===== config.mk =====
export PLATFORM = sky130hd
export DESIGN_NAME = pp_out_endpoint
export DESIGN_NICKNAME = d
export VERILOG_FILES = /design/src/rtl/pp_out_pkg.sv /design/src/rtl/pp_bank_store.sv /design/src/rtl/pp_link_ctrl.sv /design/src/rtl/pp_fw_port.sv /design/src/rtl/pp_out_endpoint.sv
export SDC_FILE = /design/constraint.sdc
export NUM_CORES = 1
export LEC_CHECK = 0
export ABC_AREA = 1
export BUFFER_PORTS_ARGS = -buffer_cell sky130_fd_sc_hd__buf_2
export CAP_MARGIN = 15
export CORE_MARGIN = 10
export CORE_UTILIZATION = 50
export CTS_CLUSTER_DIAMETER = 150
export DETAILED_ROUTE_END_ITERATION = 16
export PLACE_DENSITY = 0.68
export SKIP_LAST_GASP = 1
export SLEW_MARGIN = 20
export SYNTH_ARGS = -nofsm -noshare
export SYNTH_HDL_FRONTEND = slang
export SYNTH_HIERARCHICAL = 1
export SYNTH_SLANG_ARGS = --single-unit

===== constraint.sdc =====
create_clock -name clk -period 2.37 [get_ports clk]
set_input_delay 0.474 -clock clk [delete_from_list [all_inputs] [get_ports clk]]
set_output_delay 0.474 -clock clk [all_outputs]
set_load 0.1 [all_outputs]

===== src/rtl/pp_out_pkg.sv =====
package pp_out_pkg;
  typedef enum logic {
    LK_IDLE = 1'b0,
    LK_RECV = 1'b1
  } lk_state_t;
endpackage


===== src/rtl/pp_bank_store.sv =====
module pp_bank_store #(
  parameter int DATA_W     = 8,
  parameter int BANK_BYTES = 64,
  localparam int IDX_W     = $clog2(BANK_BYTES),
  localparam int DEPTH     = 2 * BANK_BYTES
) (
  input  logic              clk,
  input  logic              wr_en,
  input  logic              wr_bank,
  input  logic [IDX_W-1:0]  wr_idx,
  input  logic [DATA_W-1:0] wr_data,
  input  logic              rd_en,
  input  logic              rd_bank,
  input  logic [IDX_W-1:0]  rd_idx,
  output logic [DATA_W-1:0] rd_q
);
  logic [DATA_W-1:0] mem [DEPTH];

  always_ff @(posedge clk) begin
    if (wr_en) mem[{wr_bank, wr_idx}] <= wr_data;
  end

  always_ff @(posedge clk) begin
    if (rd_en) rd_q <= mem[{rd_bank, rd_idx}];
  end
endmodule


===== src/rtl/pp_link_ctrl.sv =====
module pp_link_ctrl
  import pp_out_pkg::*;
#(
  parameter int DATA_W     = 8,
  parameter int BANK_BYTES = 64,
  localparam int IDX_W     = $clog2(BANK_BYTES),
  localparam int CNT_W     = $clog2(BANK_BYTES + 1)
) (
  input  logic              clk,
  input  logic              rst,
  input  logic              active_i,
  input  logic [1:0]        flag_i,
  input  logic              start_i,
  input  logic              byte_vld_i,
  input  logic [DATA_W-1:0] byte_i,
  input  logic              end_i,
  input  logic              good_i,
  output logic              ack_o,
  output logic              nak_o,
  output logic              wr_en_o,
  output logic              wr_bank_o,
  output logic [IDX_W-1:0]  wr_idx_o,
  output logic [DATA_W-1:0] wr_data_o,
  output logic              commit_o,
  output logic              commit_bank_o,
  output logic [CNT_W-1:0]  commit_len_o
);
  localparam logic [CNT_W-1:0] FULL = CNT_W'(BANK_BYTES);

  lk_state_t        state;
  logic             tgt;
  logic             wr_ptr;
  logic [CNT_W-1:0] wcnt;
  logic             ovf;
  logic             in_pkt;
  logic             pick;

  assign in_pkt = active_i && (state == LK_RECV);
  assign pick   = flag_i[wr_ptr] ? ~wr_ptr : wr_ptr;

  assign wr_en_o       = in_pkt && byte_vld_i && !end_i && (wcnt != FULL);
  assign wr_bank_o     = tgt;
  assign wr_idx_o      = wcnt[IDX_W-1:0];
  assign wr_data_o     = byte_i;
  assign commit_o      = in_pkt && end_i && good_i && !ovf;
  assign commit_bank_o = tgt;
  assign commit_len_o  = wcnt;

  always_ff @(posedge clk) begin
    if (rst) begin
      state  <= LK_IDLE;
      tgt    <= 1'b0;
      wr_ptr <= 1'b0;
      wcnt   <= '0;
      ovf    <= 1'b0;
      ack_o  <= 1'b0;
      nak_o  <= 1'b0;
    end else begin
      ack_o <= 1'b0;
      nak_o <= 1'b0;
      if (!active_i) begin
        state <= LK_IDLE;
      end else begin
        unique case (state)
          LK_IDLE: begin
            if (start_i) begin
              if (&flag_i) begin
                nak_o <= 1'b1;
              end else begin
                state <= LK_RECV;
                tgt   <= pick;
                wcnt  <= '0;
                ovf   <= 1'b0;
              end
            end
          end
          LK_RECV: begin
            if (end_i) begin
              state <= LK_IDLE;
              if (good_i && !ovf) begin
                ack_o  <= 1'b1;
                wr_ptr <= ~tgt;
              end
            end else if (byte_vld_i) begin
              if (wcnt == FULL) ovf  <= 1'b1;
              else              wcnt <= wcnt + 1'b1;
            end
          end
          default: state <= LK_IDLE;
        endcase
      end
    end
  end

  // a NAK follows only a start seen with both banks held
  a_r7_nak_when_full: assert property (@(posedge clk) disable iff (rst)
    nak_o |-> $past(flag_i) == 2'b11);
  // no byte is written into a bank that firmware still holds
  a_r7_no_overwrite: assert property (@(posedge clk) disable iff (rst)
    wr_en_o |-> !flag_i[wr_bank_o]);
  // handshakes only while enabled and configured
  a_r1_ack_gated: assert property (@(posedge clk) disable iff (rst)
    (ack_o || nak_o) |-> $past(active_i));
  // ACK and NAK never together
  a_r2_one_handshake: assert property (@(posedge clk) disable iff (rst)
    !(ack_o && nak_o));
  // a discarded end produces no ACK
  a_r8_discard_silent: assert property (@(posedge clk) disable iff (rst)
    (in_pkt && end_i && !commit_o) |=> !ack_o);
endmodule


===== src/rtl/pp_fw_port.sv =====
module pp_fw_port #(
  parameter int BANK_BYTES = 64,
  localparam int IDX_W     = $clog2(BANK_BYTES),
  localparam int CNT_W     = $clog2(BANK_BYTES + 1)
) (
  input  logic             clk,
  input  logic             rst,
  input  logic             irq_en_i,
  input  logic             commit_i,
  input  logic             commit_bank_i,
  input  logic [CNT_W-1:0] commit_len_i,
  input  logic             rd_strobe_i,
  input  logic [1:0]       clr_i,
  output logic [1:0]       flag_o,
  output logic             rd_bank_o,
  output logic [CNT_W-1:0] count_o,
  output logic             mem_rd_en_o,
  output logic [IDX_W-1:0] mem_rd_idx_o,
  output logic             zero_o,
  output logic             underrun_o,
  output logic             irq_o
);
  logic [CNT_W-1:0] cnt  [2];
  logic [CNT_W-1:0] rptr [2];
  logic [1:0]       rel;
  logic             rd_ok;

  assign rd_ok        = flag_o[rd_bank_o] && (rptr[rd_bank_o] < cnt[rd_bank_o]);
  assign mem_rd_en_o  = rd_strobe_i && rd_ok;
  assign mem_rd_idx_o = rptr[rd_bank_o][IDX_W-1:0];
  assign count_o      = cnt[rd_bank_o];

  for (genvar g = 0; g < 2; g++) begin : g_bank
    assign rel[g] = clr_i[g] && flag_o[g];

    always_ff @(posedge clk) begin
      if (rst) begin
        flag_o[g] <= 1'b0;
        cnt[g]    <= '0;
        rptr[g]   <= '0;
      end else begin
        if (mem_rd_en_o && (rd_bank_o == 1'(g))) rptr[g] <= rptr[g] + 1'b1;
        if (commit_i && (commit_bank_i == 1'(g))) begin
          flag_o[g] <= 1'b1;
          cnt[g]    <= commit_len_i;
          rptr[g]   <= '0;
        end else if (rel[g]) begin
          flag_o[g] <= 1'b0;
          cnt[g]    <= '0;
          rptr[g]   <= '0;
        end
      end
    end

    // a clear aimed at an empty bank leaves it empty
    a_r11_clr_ignored: assert property (@(posedge clk) disable iff (rst)
      (clr_i[g] && !flag_o[g] && !(commit_i && commit_bank_i == 1'(g)))
        |=> !flag_o[g]);
  end

  always_ff @(posedge clk) begin
    if (rst) begin
      rd_bank_o  <= 1'b0;
      zero_o     <= 1'b0;
      underrun_o <= 1'b0;
      irq_o      <= 1'b0;
    end else begin
      if (rel[0]) rd_bank_o <= 1'b1;
      if (rel[1]) rd_bank_o <= 1'b0;
      if (rd_strobe_i) zero_o <= !rd_ok;
      if (rd_strobe_i && !rd_ok) underrun_o <= 1'b1;
      irq_o <= irq_en_i && (|flag_o);
    end
  end

  // the interrupt follows the flags only while enabled
  a_r4_irq_gated: assert property (@(posedge clk) disable iff (rst)
    irq_o |-> $past(irq_en_i));
  a_r4_irq_raise: assert property (@(posedge clk) disable iff (rst)
    (irq_en_i && (|flag_o)) |=> irq_o);
  // underrun stays set
  a_r10_underrun_sticky: assert property (@(posedge clk) disable iff (rst)
    underrun_o |=> underrun_o);
  // a released bank reports a zero count
  a_r6_free_count_zero: assert property (@(posedge clk) disable iff (rst)
    !flag_o[rd_bank_o] |-> (count_o == '0));
  // releasing a bank moves the read side away from it
  a_r6_read_moves: assert property (@(posedge clk) disable iff (rst)
    (rel == 2'b01) |=> rd_bank_o);
endmodule


===== src/rtl/pp_out_endpoint.sv =====
module pp_out_endpoint #(
  parameter int DATA_W     = 8,
  parameter int BANK_BYTES = 64,
  localparam int IDX_W     = $clog2(BANK_BYTES),
  localparam int CNT_W     = $clog2(BANK_BYTES + 1)
) (
  input  logic              clk,
  input  logic              rst,
  input  logic              ep_enable,
  input  logic              ep_config,
  input  logic              irq_en,
  input  logic              lk_start,
  input  logic              lk_byte_vld,
  input  logic [DATA_W-1:0] lk_byte,
  input  logic              lk_end,
  input  logic              lk_good,
  output logic              lk_ack,
  output logic              lk_nak,
  output logic [1:0]        fw_rx_flag,
  output logic              fw_rd_bank,
  output logic [CNT_W-1:0]  fw_count,
  input  logic              fw_rd_strobe,
  output logic [DATA_W-1:0] fw_rd_data,
  input  logic [1:0]        fw_clr,
  output logic              fw_underrun,
  output logic              irq
);
  logic              active;
  logic              wr_en;
  logic              wr_bank;
  logic [IDX_W-1:0]  wr_idx;
  logic [DATA_W-1:0] wr_data;
  logic              commit;
  logic              commit_bank;
  logic [CNT_W-1:0]  commit_len;
  logic              mem_rd_en;
  logic [IDX_W-1:0]  mem_rd_idx;
  logic [DATA_W-1:0] mem_q;
  logic              zero_sel;

  assign active     = ep_enable && ep_config;
  assign fw_rd_data = zero_sel ? '0 : mem_q;

  pp_link_ctrl #(.DATA_W(DATA_W), .BANK_BYTES(BANK_BYTES)) u_link (
    .clk(clk), .rst(rst), .active_i(active), .flag_i(fw_rx_flag),
    .start_i(lk_start), .byte_vld_i(lk_byte_vld), .byte_i(lk_byte),
    .end_i(lk_end), .good_i(lk_good), .ack_o(lk_ack), .nak_o(lk_nak),
    .wr_en_o(wr_en), .wr_bank_o(wr_bank), .wr_idx_o(wr_idx),
    .wr_data_o(wr_data), .commit_o(commit), .commit_bank_o(commit_bank),
    .commit_len_o(commit_len)
  );

  pp_bank_store #(.DATA_W(DATA_W), .BANK_BYTES(BANK_BYTES)) u_store (
    .clk(clk), .wr_en(wr_en), .wr_bank(wr_bank), .wr_idx(wr_idx),
    .wr_data(wr_data), .rd_en(mem_rd_en), .rd_bank(fw_rd_bank),
    .rd_idx(mem_rd_idx), .rd_q(mem_q)
  );

  pp_fw_port #(.BANK_BYTES(BANK_BYTES)) u_fw (
    .clk(clk), .rst(rst), .irq_en_i(irq_en), .commit_i(commit),
    .commit_bank_i(commit_bank), .commit_len_i(commit_len),
    .rd_strobe_i(fw_rd_strobe), .clr_i(fw_clr), .flag_o(fw_rx_flag),
    .rd_bank_o(fw_rd_bank), .count_o(fw_count), .mem_rd_en_o(mem_rd_en),
    .mem_rd_idx_o(mem_rd_idx), .zero_o(zero_sel), .underrun_o(fw_underrun),
    .irq_o(irq)
  );

  // flags only rise while the endpoint is active
  a_r1_no_flag_inactive: assert property (@(posedge clk) disable iff (rst)
    ((fw_rx_flag & ~$past(fw_rx_flag)) != 2'b00) |-> $past(active));
  // a newly raised flag comes with an ACK
  a_r2_flag_with_ack: assert property (@(posedge clk) disable iff (rst)
    ((fw_rx_flag & ~$past(fw_rx_flag)) != 2'b00) |-> lk_ack);
  // no two flags rise in the same cycle
  a_r3_single_rise: assert property (@(posedge clk) disable iff (rst)
    $countones(fw_rx_flag & ~$past(fw_rx_flag)) <= 1);
endmodule


# After elaboration in Yosys (flattened, before gate mapping)
# Memory sizes are Yosys's and may differ from the RTL's. A register that Yosys moved wholly into a read port is not among the register bits.
# Cells that the tools add are included.
# totals
wordCells	148
ff_bits	19
out_inout_bits	22
mem_bits_rw	1052
n_memories	3
input_bits	20
# classes
reduce_logical	34
n_bitwise	18
n_mux	66
n_eq_ne	8
magnitude_cmp	3
add_sub_neg	3
# memory_table
name	depth	word_bits	read_ports	rd_clocked_by_memory_dff	wr	line	text
u_store.mem	128	8	1	1	1	pp_bank_store.sv:17	logic [DATA_W-1:0] mem [DEPTH];
u_fw.cnt	2	7	1	1	2	pp_fw_port.sv:23	logic [CNT_W-1:0] cnt [2];
u_fw.rptr	2	7	3	1	2	pp_fw_port.sv:24	logic [CNT_W-1:0] rptr [2];
# op_table
operator	count
two-way mux 7 bit	15
two-way mux 1 bit	47
adder 7 x 1 -> 7 bit (second input constant)	3
logical AND 1 bit	19
case mux 7 bit (2 select lines)	1
inequality test 2 bit (second input constant)	6
AND reduction 6 bit	2
bitwise OR 1 bit	10
two-way mux 8 bit	1
NOT 1 bit	8
AND reduction 4 bit	2
OR reduction 4 bit	2
equality test 7 bit (second input constant)	1
less-than comparator 7 bit	1
inequality test 7 bit (second input constant)	1
OR reduction 2 bit	3
less-than comparator 1 x 2 -> 1 bit (second input constant)	2
case mux 1 bit (2 select lines)	2
nonzero test 2 bit	2
zero test 1 bit	3
AND reduction 2 bit	1

# Depth between registers and ports, before layout
# Gate-level depths: netlist of the first run.
# depth
word_depth	11
mapped_depth	19
depth_no_buf	15

# Modules after synthesis
# The synthesis of the first run kept the hierarchy.
# modules_own_cells
module	cells_per_inst	area_each_um2	seq_area_each_um2	n_inst
pp_bank_store	3575	42184.2	30989.7	1
pp_fw_port	204	1909.3	980.9	1
pp_link_ctrl	130	925.9	260.2	1
pp_out_endpoint	19	78.8	0.0	1

# Worst setup path after synthesis of the first run
# Ideal clock, no wire load.
# synth_timing
path_kind	register to register
from	register with a tool-made name
to	memory u_fw/rptr[0][0] in the netlist's numbering (enable)
setup_ns	0.323
path_slack_ns	-0.140
t_required_ns	2.047
path_stages_with_launch	12
t_arrival_ns	2.187
path_cell_list	dfxtp_1 -> buf_2 -> inv_2 -> clkbuf_1 -> or2_2 -> o21ai_0 -> ha_1 -> nand2_1 -> o21ai_2 -> nor3_4 -> nand4_4 -> nand2_1
# synth_lines
item	line
end: declaration	pp_fw_port.sv:24

==> results of run 1 <==
==> routing by layer <==
layer  global-route usage  vias up
li1                     -    14300
met2                0.365     1773
met4               0.0820        0
met3               0.0406      284
met1                0.317    15600
met5                    0        -
==> worst min path at each step <==
stage / from / to / slack, ps / cells after the start
CTS: irq_en / u_fw/irq_o$_SDFF_PP0_ / 3 / 3
global route: irq_en / u_fw/irq_o$_SDFF_PP0_ / 80 / 3
detailed placement: u_fw/underrun_o$_SDFFE_PP0P_ / u_fw/underrun_o$_SDFFE_PP0P_ / 460 / 2
global placement: u_fw/underrun_o$_SDFFE_PP0P_ / u_fw/underrun_o$_SDFFE_PP0P_ / 450 / 2
floorplan: u_link/ovf$_SDFFE_PP0P_ / u_link/ovf$_SDFFE_PP0P_ / 430 / 2
finish: irq_en / u_fw/irq_o$_SDFF_PP0_ / 40 / 3
==> layout by cell type, fill, tap and decap left out, types with 4 or more instances in the layout <==
master / instances
a21oi_1: 13
buf_12: 80
buf_16: 25
buf_2: 18
buf_4: 272
buf_6: 18
bufinv_16: 9
clkbuf_1: 23
clkbuf_16: 124
clkinv_1: 21
clkinv_2: 22
clkinvlp_4: 6
dfxtp_1: 18
edfxtp_1: 1060
ha_1: 8
inv_1: 68
inv_16: 4
inv_2: 11
nand2_1: 1236
nand2_2: 38
nand2_4: 11
nand3_1: 885
nand3_2: 65
nor2_1: 171
nor2_2: 9
nor3_1: 10
nor3_2: 13
o21ai_0: 5
o21ai_4: 6
or2_2: 5
xnor2_1: 5
xor2_1: 5
==> final cells by class <==
cell class                 count  area [um^2]
fill                        6781        35400
sequential                  1080        32200
multi-input combinational   2509        11700
timing repair buffer         433         5120
clock buffer                 131         2790
tap                         1176         1470
clock inverter                64          597
inverter                      87          380
timing repair inverter         4         56.3
==> flip-flops by register name, indices dropped and copies added (netlist names), named ones only <==
signal,cells
u_link/ovf,1
u_link/commit_bank_o,1
u_fw/rd_bank_o,1
u_link/commit_len_o,7
u_fw/cnt,14
u_fw/zero_o,1
u_fw/underrun_o,1
u_link/state,1
u_link/wr_ptr,1
u_store/mem,1024
u_fw/flag_o,2
u_fw/rptr,14
u_link/ack_o,1
u_link/nak_o,1
u_store/rd_q,8
u_fw/irq_o,1
==> stage by stage <==
stage	TNS (ps)	total power [mW]
3_3_place_gp	-2630	23.6
5_1_grt	-1450	41.2
2_1_floorplan	0	22.7
6_report	-275	40.2
4_1_cts	-448	40.0
3_5_place_dp	-2960	23.6
==> logic make-up after synthesis <==
group,share of synthesized area
fa+ha+maj,0.00277
flops,0.715
xor+xnor,0.00194
buf+inv,0.0406
compound gates,0.00424
simple gates,0.236
==> what timing repair did <==
action / in CTS / in global routing
pin swaps: 7 / 23
gates cloned: 11 / 20
buffers inserted: 11 / 24
setup endpoints to repair: 75 / 156
gates resized for setup: 91 / 167
==> critical path: cells and delay by family (launching register included) <==
family                 cells  cell delay (ps)
and+or+nand+nor           10             1100
buffers and inverters      6              750
DFF                        1              360
==> power groups by stage <==
stage / clock [mW] / combinational (mW) / sequential [mW]
finish: 16.5 / 2.65 / 21.0
global route: 17.4 / 2.80 / 21.0
CTS: 16.6 / 2.37 / 21.0
detailed placement: 0 / 2.23 / 21.4
global placement: 0 / 2.20 / 21.4
floorplan: 0 / 1.30 / 21.4
==> cell usage after synthesis (all sizes together) <==
| cell | n | share of area |
|---|---|---|
| o21bai | 1 | 0.00042 |
| o21ai | 16 | 0.0019 |
| ha | 10 | 0.0028 |
| nor3 | 26 | 0.0040 |
| nand4 | 3 | 0.0011 |
| buf | 216 | 0.030 |
| nand2 | 1286 | 0.11 |
| nor4 | 1 | 0.00014 |
| o211ai | 1 | 0.00017 |
| or2 | 6 | 0.00083 |
| nand3 | 953 | 0.11 |
| clkinv | 2 | 0.00017 |
| edfxtp | 1060 | 0.71 |
| nor2 | 181 | 0.015 |
| clkbuf | 36 | 0.0030 |
| inv | 85 | 0.0073 |
| xor2 | 5 | 0.00097 |
| xnor2 | 5 | 0.00097 |
| a21oi | 14 | 0.0016 |
| dfxtp | 20 | 0.0089 |
| a211oi | 1 | 0.00017 |
==> results.cfg, run 1 <==
[clock_tree]
cts_max_path_buffers = 3
root_buffer = clkbuf_16
cts.sinks = 1080
cts_buffers = 106
clkSlewWorstSetupHoldPaths_ps = 60
cts_tree = built
ctsHtreeMaxLevel = 3
clock_latency_ps = 700
cts_hold_buf = 0

[placement]
dp_cells = 5228
dpl.hpwl_mm = 74.4
port_buffers = 41
pre_cts_slack_ps = -179
dpl-instance-area_mm2 = 0.0489
gp_congestion = 0.874

[critical_path]
crit_top_cell = nand2_1
r2r_slack_ps = -110
r2r_cells = 16
endpoint = u_store/rd_q[2]$_DFFE_PP_
r2r_end = u_store/rd_q[2]$_DFFE_PP_
path_cells = inv_4, buf_6, buf_4, nand2_1, nand2_4, clkinv_8, buf_12, buf_16, nand3_1, nand3_1, nand2_1, nand2_1, nand3_2, nand2_1, nand2_1, nand2_1
cp.required_ps = 2810
crit_type = flop to flop
slowest_delay_ps = 360
cp-start-kind = flop
critPathMaxFanout = 24
slowest_stage = dfxtp_4
critPathCaptureType = flop
critPathArrivalTime_ps = 2930

[global_routing]
grt_pass1_vias = 29800
grt_pass1_wl_mm = 181
antenna_found_initial = 0
gr-usage-all-layers = 0.230
grt_max_degree = 75
gr-total-overflow = 0

[die]
core_mm2 = 0.0897
die_h_um = 320
die_w_um = 320
rows = 110
initial_utilization = 0.503
dieArea_mm2 = 0.103
ioPinCount = 42

[logic_synthesis]
yosysUniqueCellTypes = 38
syn_avg_cell_area_um2 = 11.5
synth_area_mm2 = 0.0451
yosys_warnings = 6
syn_nets = 3958
ys_seq_elements = 1080
synthCells = 3928
seq_area_frac_synth = 0.715

[sta]
slew_headroom = 0.369
tightest_slew_ps = 945
fin_crit_ps = 2480
clock_skew_ps = 29.9
layout_setup_ws_ps = -111
fin_crit_sh = 1.05
rsz0062_at_grt = true
fmax_mhz = 403
slew_violations = 0
setup_violations = 6
hold_viol_final = 0
hold_ws_ps = 36.8

[power]
combPwrFrac = 0.066
powerDensity_mw_per_mm2 = 739
p_leak_nw = 20.0
power_frac_clock = 0.411
ir_drop_v = 0.000658
internal_power_mw = 31.2
switching_share = 0.224
power_frac_seq = 0.523
p_switching_mw = 8.99

[status]
outcome = complete, but fails checks
violations = negative setup slack

[layout]
nNetsFinal = 4251
area_growth_pct = 20.5
drive_above_1_share = 0.180
design_area_mm2 = 0.0543
utilization = 0.606
insertedDiodeCount = 0
stdcell_count = 5484

[detailed_routing]
avgViaCountPerCell = 5.82
wl_per_cell_um = 23.0
routed_wl_mm = 126
highest_layer = met4
ant_nets = 0
vias = 31900
drc_errors = 0
drt-pass1-iter-count = 8
wl_met3_mm = 13.0
met2_length_mm = 58.6
drt-met1-wl_mm = 49.7
drt_iter0_drc = 4015

[worst_hold_path]
hp-class = primary input to flop

[run]
maxCapViolations = 0
No activity file was read; power rests on OpenSTA's default activity.
==> run 2, diff against run 1 <==
- CORE_MARGIN: 10 -> default
==> run 2 against run 1 <==
The flow now finishes without violations. Largest cell class unchanged. Setup slack gained 110 ps. Utilization shrank 1.3 points. Count of clock-buffer cells in the layout shrank 8. Clock power is essentially flat. Sequential cell count is the same.
==> results.cfg, run 2 (synthesized netlist as in run 1, its figures left out) <==
[sta]
fin_crit_ps = 2370
setup_violations = 0
fmax_mhz = 422
hold_viol_final = 0
slew_headroom = 0.526
fin_crit_sh = 1.00
setup_tns_ps = 0
tightest_slew_ps = 711
layout_setup_ws_ps = 0.329
rsz0062_at_grt = true
hold_ws_ps = 56.5
clock_skew_ps = 46.5
slew_violations = 0

[global_routing]
gr-total-overflow = 0
grt_max_degree = 129
antenna_found_initial = 0
grt_pass1_wl_mm = 176
grt_pass1_vias = 29200
gr-usage-all-layers = 0.255

[layout]
drive_above_1_share = 0.147
top_register = u_store/mem
area_growth_pct = 16.9
largest_reg_flops = 1024
nNetsFinal = 4193
largestRegisters = u_store/mem x1024, u_fw/cnt x14, u_fw/rptr x14
insertedDiodeCount = 0
final_cell_mix = nand2_1 (1266), edfxtp_1 (1060), nand3_1 (937)
layout_commonest_cell = nand2_1

[clock_tree]
clkSlewWorstSetupHoldPaths_ps = 70
cts_tree = built
cts_buffers = 104
ctsHtreeMaxLevel = 3
cts.sinks = 1080
root_buffer = clkbuf_16
clock_latency_ps = 690
cts_max_path_buffers = 3

[detailed_routing]
vias = 30900
wl_per_cell_um = 21.9
avgViaCountPerCell = 5.70
drc_errors = 0
routed_wl_mm = 118
drt-pass1-iter-count = 6
ant_nets = 0
drt_iter0_drc = 3483

[worst_hold_path]
hp-class = primary input to flop
hold_end = u_fw/flag_o[1]$_SDFFE_PP0P_
hold_depth = 4
min_from = fw_clr[1]

[placement]
pre_cts_slack_ps = -99.2
dpl.hpwl_mm = 71.5
gp_congestion = 0.897
port_buffers = 41

[die]
core_mm2 = 0.0889
ioPinCount = 42
rows = 109
dieArea_mm2 = 0.0914
initial_utilization = 0.507
die_h_um = 302
die_w_um = 302

[critical_path]
crit_family = simple AND/OR/NAND/NOR gates
critPathCaptureType = flop
crit_top_cell = nand2_1
crit_type = flop to flop
r2r_end = u_store/rd_q[2]$_DFFE_PP_
critPathArrivalTime_ps = 2820
r2r_slack_ps = 0.3
critPathMaxFanout = 16
slowest_stage = dfxtp_4
worst-path-buf-inv = 6
slowest_delay_ps = 370
cp.required_ps = 2820
r2r_cells = 15
path_cells = inv_4, buf_4, buf_4, nand2_1, o21ai_4, buf_4, inv_2, buf_12, nand3_1, nand2_1, nand2_1, nand3_1, nand2_1, nand2_1, nand2_1
cp-start-kind = flop

[power]
ir_drop_v = 0.000664
powerDensity_mw_per_mm2 = 751
p_leak_nw = 19.3

[run]
maxCapViolations = 0

[status]
outcome = completed
[run 2: final cells by class]
cell class | instances | area [um^2]
timing repair buffer | 379 | 3980
inverter | 87 | 380
fill | 7011 | 36200
multi-input combinational | 2510 | 11300
tap | 1165 | 1460
clock inverter | 71 | 647
timing repair inverter | 1 | 8.76
sequential | 1080 | 32200
clock buffer | 123 | 2700
[run 2: stage by stage]
step | total power, mW | std cells | instance area, um^2 | utilization
6_report | 39.6 | 5416 | 52700 | 0.593
2_1_floorplan | 22.7 | 3928 | 45100 | -
5_1_grt | 40.6 | 5416 | 52700 | 0.593
3_5_place_dp | 23.6 | 5207 | 48700 | 0.547
4_1_cts | 39.6 | 5404 | 52300 | 0.588
3_3_place_gp | 23.6 | 5207 | 48700 | 0.547
[run 2: worst min-delay path: stages]
cell	delay (ps)
buf_2	70
a21oi_1	70
nand2_1	50
nand2_1	40
[run 2: metal layers]
metal,track usage,part of all wire,up-vias
met5,0,0,-
met4,0.0985,0.034,0
met3,0.0364,0.096,228
met2,0.399,0.46,1570
met1,0.364,0.41,14900
li1,-,-,14200
[run 2: how the worst max path moves through the flow]
stage	from	end	slack, ps	depth (start not counted)
6_report	flop	u_store/rd_q[2]$_DFFE_PP_	0.3	15
5_1_grt	u_fw/rptr[0][0]$_SDFFCE_PP0P_	u_store/rd_q[2]$_DFFE_PP_	-90	16
4_1_cts	flop	u_store/rd_q[0]$_DFFE_PP_	-5	15
3_5_place_dp	u_fw/rptr[0][0]$_SDFFCE_PP0P_	u_store/rd_q[7]$_DFFE_PP_	-100	17
3_3_place_gp	flop	u_store/rd_q[0]$_DFFE_PP_	-60	16
2_1_floorplan	flop	u_fw/rptr[0][0]$_SDFFCE_PP0P_	8	11
[run 2: where the power goes]
part / leakage, nW / switching, mW / internal (mW)
clock: 1.62 / 7.21 / 9.05
combinational: 7.98 / 1.64 / 0.706
sequential: 9.72 / 0.0251 / 21.0
[run 2: repair_timing]
item	CTS	global route
gates cloned	2	8
endpoints found under the setup margin	32	492
endpoints found under the hold margin	1	0
resized for setup	57	58
pin swaps	1	11
setup buffers	4	5
hold buffers	1	0
